### src/rtl/intin_pkg.sv
package intin_pkg;

    typedef enum logic [1:0] {
        ST_IDLE  = 2'd0,
        ST_BUSY  = 2'd1,
        ST_READY = 2'd2,
        ST_TXERR = 2'd3
    } ep_status_e;

    typedef enum logic [1:0] {
        PH_IDLE = 2'd0,
        PH_SEND = 2'd1,
        PH_WAIT = 2'd2
    } txn_phase_e;

    typedef struct packed {
        logic       advance;   // free FIFO, clear flag, flip toggle
        ep_status_e status;
    } outcome_t;

    // Decide what a resolved handshake does to the endpoint.
    function automatic outcome_t resolve(input logic acked, input logic tog_mode);
        outcome_t oc;
        if (acked) begin
            oc.advance = 1'b1;
            oc.status  = ST_READY;
        end else if (tog_mode) begin
            oc.advance = 1'b0;
            oc.status  = ST_IDLE;
        end else begin
            oc.advance = 1'b1;
            oc.status  = ST_TXERR;
        end
        return oc;
    endfunction

endpackage

### src/rtl/intin_hs_timer.sv
module intin_hs_timer #(
    parameter int TW = 8
) (
    input  logic          clk,
    input  logic          rst,
    input  logic          run,
    input  logic          bit_stb,
    input  logic [TW-1:0] limit,
    output logic          expired
);
    logic [TW-1:0] cnt;

    always_ff @(posedge clk) begin
        if (rst || !run) begin
            cnt <= '0;
        end else if (bit_stb && (cnt != limit)) begin
            cnt <= cnt + 1'b1;
        end
    end

    assign expired = run && (cnt == limit);
endmodule

### src/rtl/intin_toggle.sv
module intin_toggle (
    input  logic clk,
    input  logic rst,
    input  logic zero,
    input  logic flip,
    output logic pid
);
    always_ff @(posedge clk) begin
        if (rst || zero) begin
            pid <= 1'b0;
        end else if (flip) begin
            pid <= ~pid;
        end
    end
endmodule

### src/rtl/intin_txn_fsm.sv
module intin_txn_fsm
    import intin_pkg::*;
(
    input  logic       clk,
    input  logic       rst,
    input  logic       toggle_mode,
    input  logic       fw_set,
    input  logic       tok_in,
    input  logic       pkt_done,
    input  logic       ack_rx,
    input  logic       expired,
    output logic       timer_run,
    output logic       flip,
    output logic       send_data,
    output logic       send_nak,
    output logic       fifo_clr,
    output logic       data_set,
    output ep_status_e status
);
    txn_phase_e phase;
    outcome_t   oc;
    logic       resolve_now;

    assign resolve_now = (phase == PH_WAIT) && (ack_rx || expired);
    assign oc          = resolve(ack_rx, toggle_mode);
    assign flip        = resolve_now && oc.advance;
    assign timer_run   = (phase == PH_WAIT);

    always_ff @(posedge clk) begin
        if (rst) begin
            phase     <= PH_IDLE;
            status    <= ST_IDLE;
            data_set  <= 1'b0;
            send_data <= 1'b0;
            send_nak  <= 1'b0;
            fifo_clr  <= 1'b0;
        end else begin
            send_data <= 1'b0;
            send_nak  <= 1'b0;
            fifo_clr  <= 1'b0;
            if (fw_set) begin
                data_set <= 1'b1;
            end
            case (phase)
                PH_IDLE: begin
                    if (tok_in) begin
                        if (data_set) begin
                            send_data <= 1'b1;
                            status    <= ST_BUSY;
                            phase     <= PH_SEND;
                        end else begin
                            send_nak <= 1'b1;
                        end
                    end
                end
                PH_SEND: begin
                    if (pkt_done) begin
                        phase <= PH_WAIT;
                    end
                end
                PH_WAIT: begin
                    if (resolve_now) begin
                        phase  <= PH_IDLE;
                        status <= oc.status;
                        if (oc.advance) begin
                            fifo_clr <= 1'b1;
                            data_set <= 1'b0;
                        end
                    end
                end
                default: phase <= PH_IDLE;
            endcase
        end
    end
endmodule

### src/rtl/intin_hs_ctrl.sv
module intin_hs_ctrl
    import intin_pkg::*;
#(
    parameter int TW = 8
) (
    input  logic          clk,
    input  logic          rst,
    input  logic          toggle_mode,
    input  logic [TW-1:0] timeout_lim,
    input  logic          bit_stb,
    input  logic          fw_set,
    input  logic          tok_in,
    input  logic          pkt_done,
    input  logic          ack_rx,
    input  logic          bus_reset,
    input  logic          ep_cfg,
    output logic          send_data,
    output logic          send_nak,
    output logic          data_pid,
    output logic          fifo_clr,
    output logic          data_set,
    output logic [1:0]    status
);
    logic       timer_run;
    logic       expired;
    logic       flip;
    ep_status_e st;

    intin_hs_timer #(.TW(TW)) u_timer (
        .clk     (clk),
        .rst     (rst),
        .run     (timer_run),
        .bit_stb (bit_stb),
        .limit   (timeout_lim),
        .expired (expired)
    );

    intin_toggle u_tog (
        .clk  (clk),
        .rst  (rst),
        .zero (bus_reset || ep_cfg),
        .flip (flip),
        .pid  (data_pid)
    );

    intin_txn_fsm u_fsm (
        .clk         (clk),
        .rst         (rst),
        .toggle_mode (toggle_mode),
        .fw_set      (fw_set),
        .tok_in      (tok_in),
        .pkt_done    (pkt_done),
        .ack_rx      (ack_rx),
        .expired     (expired),
        .timer_run   (timer_run),
        .flip        (flip),
        .send_data   (send_data),
        .send_nak    (send_nak),
        .fifo_clr    (fifo_clr),
        .data_set    (data_set),
        .status      (st)
    );

    assign status = st;
endmodule

### config.mk
export PLATFORM = sky130hd
export DESIGN_NAME = intin_hs_ctrl
export DESIGN_NICKNAME = d
export VERILOG_FILES = /design/src/rtl/intin_pkg.sv /design/src/rtl/intin_hs_timer.sv /design/src/rtl/intin_toggle.sv /design/src/rtl/intin_txn_fsm.sv /design/src/rtl/intin_hs_ctrl.sv
export SDC_FILE = /design/constraint.sdc
export NUM_CORES = 1
export LEC_CHECK = 0
export ABC_AREA = 1
export BUFFER_PORTS_ARGS = -buffer_cell sky130_fd_sc_hd__buf_2
export CAP_MARGIN = 30
export CORE_UTILIZATION = 40
export DETAILED_ROUTE_END_ITERATION = 12
export GPL_TIMING_DRIVEN = 0
export PLACE_DENSITY_LB_ADDON = 0.15
export SLEW_MARGIN = 30
export SYNTH_ARGS = -nofsm -noshare
export SYNTH_HDL_FRONTEND = slang
export SYNTH_HIERARCHICAL = 1
export SYNTH_SLANG_ARGS = --single-unit
### constraint.sdc
create_clock -name clk -period 2.1 [get_ports clk]
set_clock_uncertainty 0.15 [all_clocks]
set_input_delay 0.42 -clock clk [delete_from_list [all_inputs] [get_ports clk]]
set_output_delay 0.42 -clock clk [all_outputs]
set_load 0.005 [all_outputs]
==> results.cfg <==
[timing]
maxSlewViolCount = 0
maxSlewHeadroom_pct = 65.4
rsz0062_at_grt = false
fin_crit_ps = 1920
fmax_ghz = 0.520
holdWs_ps = 218
min_period_over_period_pct = 91.6
setup_viol = 0
fin_tns_setup_ps = 0
worst_pin_slew_ps = 517
hold_viol = 0

[synthesis]
synth_common_cells = 38 x nand2_1, 26 x inv_1, 23 x nor2_1, 17 x dfxtp_1, 12 x a21oi_1
synth_xor_area_share_pct = 3.79
synth-simple-area-share_pct = 38.4
syn_avg_cell_area_um2 = 6.38
yosysWarnings = 6
synth_edf_count = 0
syn_nets = 164
synth_top_cell_area_share_pct = 36.8
synth_most_common_cell = nand2_1
postSynth.asyncResetShare_pct = 0
synthAdderAreaFrac_pct = 1.35
synth.largest_area_cell = dfxtp_1
seq_area_frac_synth_pct = 36.8
synth_top_family_by_area = simple AND/OR/NAND/NOR gates
muxShareOfSynthArea_pct = 0
synth_area_leaders = dfxtp_1 37%, nand2_1 15%, inv_1 11%, nor2_1 9.3%, a21oi_1 6.5%
synth-compound-area-share_pct = 7.85
ys.flop_type = dfxtp_1
syn_inst = 145
synth.ff_latch_count = 17
ys_types = 17
syn_area_um2 = 925

[route]
vias_per_cell = 4.56
drc = 0
drt_wl_total_um = 1810
antenna_left = 0
detail_route.first_pass.iterations = 4
wl_per_cell_um = 8.99
vias = 917
drtIter0Drc = 22

[global_route]
grt_use_total_pct = 16.5
antenna_found_initial = 0
grt_max_degree = 11
grt_remaining_overflow = 0
grt_pass1_wl_um = 3200
grt_pass1_vias = 806

[setup_path]
endpoint_kind = register
timing.rr.start = u_timer/cnt[6]
r2r_cells = 13
crit_arrival_ps = 1950
required_ps = 2130
start_kind = register
crit_type = reg -> reg
setup.worst_path.start = u_timer/cnt[6]
path_max_fanout = 10

[layout]
fin_nets = 193
area_delta_synth_final_pct = 19.9
layout-drive-gt1-share_pct = 22.0
diodes = 0
final_area_um2 = 1110

[die]
die_area_um2 = 2510
die_w_um = 50.1
die_y_um = 50.1
rows = 17
start_util_pct = 42.2
core_um2 = 2190
io_pins = 25

[clock_tree]
clk_pin_slew_worst_paths_ps = 100
cts_root_buf = clkbuf_4
clk_path_buf_depth = 2
htree_levels = 1
cts_tree = yes
cts.sinks = 17
clk-insertion-delay-late_ps = 280
cts_hold_buf = 0
numCtsBuffers = 3

[placement]
dpl.hpwl_um = 1420
dpl_cell_area_um2 = 1080
io_buffers = 24
gp_congestion = 0.753

[min_path]
min_from = fw_set
worstHoldPathCells = 3
min_path_type = in -> reg

[pwr]
p_per_area_nw_per_um2 = 509
peakVddDrop_uv = 356
total_leakage_power_uw = 0.000507

[run]
drv_cap = 0

[outcome]
status = completed
[final timing paths]
path,slack (ps),endpoint
max,180,u_tog/pid
min,220,u_fsm/data_set
max reg2reg,180,u_tog/pid
min reg2reg,330,u_fsm/send_nak
[through the flow]
step / power, µW / setup WS (ps) / util, % / std cells
6_report: 564 / 176 / 50.6 / 201
5_1_grt: 598 / 0.435 / 50.6 / 201
4_1_cts: 572 / 128 / 50.5 / 201
3_5_place_dp: 404 / 12.4 / 49.3 / 197
3_3_place_gp: 401 / 50.4 / 49.3 / 197
2_1_floorplan: 373 / 341 / - / 145
[what timing repair did]
action / 4_1_cts / 5_1_grt
setup buffers: 0 / 0
gates resized for setup: 0 / 2
setup endpoints to repair: 0 / 1
[layer usage]
| layer | GRT usage [%] | part of all wire, % |
|---|---|---|
| met5 | 0 | 0 |
| met4 | 5.71 | 0.78 |
| met3 | 1.85 | 3.6 |
| met2 | 31.1 | 51 |
| met1 | 18.5 | 45 |
[report_power, final]
part           switching [µW]  internal [µW]
clock network            94.5           73.6
registers                4.42            329
logic                    33.0           29.6
total                     132            432
[worst max-delay path, stage by stage (launching register included)]
cell and delay, ps:
dfxtp_2 350, xnor2_1 160, nand2_1 70, nor2_1 130, nand2_2 130, buf_6 180, nor2_1 80, inv_1 50
nand2_1 110, nand3_2 140, inv_1 100, nand2_1 60, nand2_1 70, nor2_2 30
[kinds of logic after synthesis]
kind of cell               Yosys count
and+or+nand+nor                     82
buffers and inverters               27
xor gates and xnor gates             4
AOI/OAI and AO/OA                   14
adders and majority gates            1
DFF                                 17
[layout make-up]
cell class / count / area (µm²)
Fill cell: 236 / 1080
Tap cell: 28 / 35.0
Clock buffer: 4 / 26.3
Inverter: 26 / 97.6
Timing Repair Buffer: 24 / 120
Sequential cell: 17 / 343
Buffer: 1 / 11.3
Multi-Input combinational cell: 101 / 475
[placed cells by master (no fill, tap or decap)]
| cell type | n |
|---|---|
| o21ai_0 | 1 |
| o211ai_1 | 1 |
| nand3b_1 | 1 |
| buf_2 | 24 |
| nand3_2 | 1 |
| nand2_2 | 4 |
| ha_1 | 1 |
| buf_6 | 1 |
| nor2_2 | 2 |
| dfxtp_2 | 2 |
| nor2_4 | 1 |
| nand2_1 | 38 |
| nand3_1 | 10 |
| nor3_1 | 2 |
| dfxtp_1 | 15 |
| inv_1 | 26 |
| xnor2_1 | 4 |
| clkbuf_1 | 1 |
| clkbuf_4 | 3 |
| nor2_1 | 23 |
| a21oi_1 | 12 |
[registers in the layout, summed over array words and instances (netlist names)]
| signal | count |
|---|---|
| u_tog/pid | 1 |
| u_fsm/data_set | 1 |
| u_fsm/fifo_clr | 1 |
| u_fsm/status | 2 |
| u_timer/cnt | 8 |
| u_fsm/send_nak | 1 |
| u_fsm/send_data | 1 |
| u_fsm/phase | 2 |
Note: power is estimated with default switching activity, not from simulation.
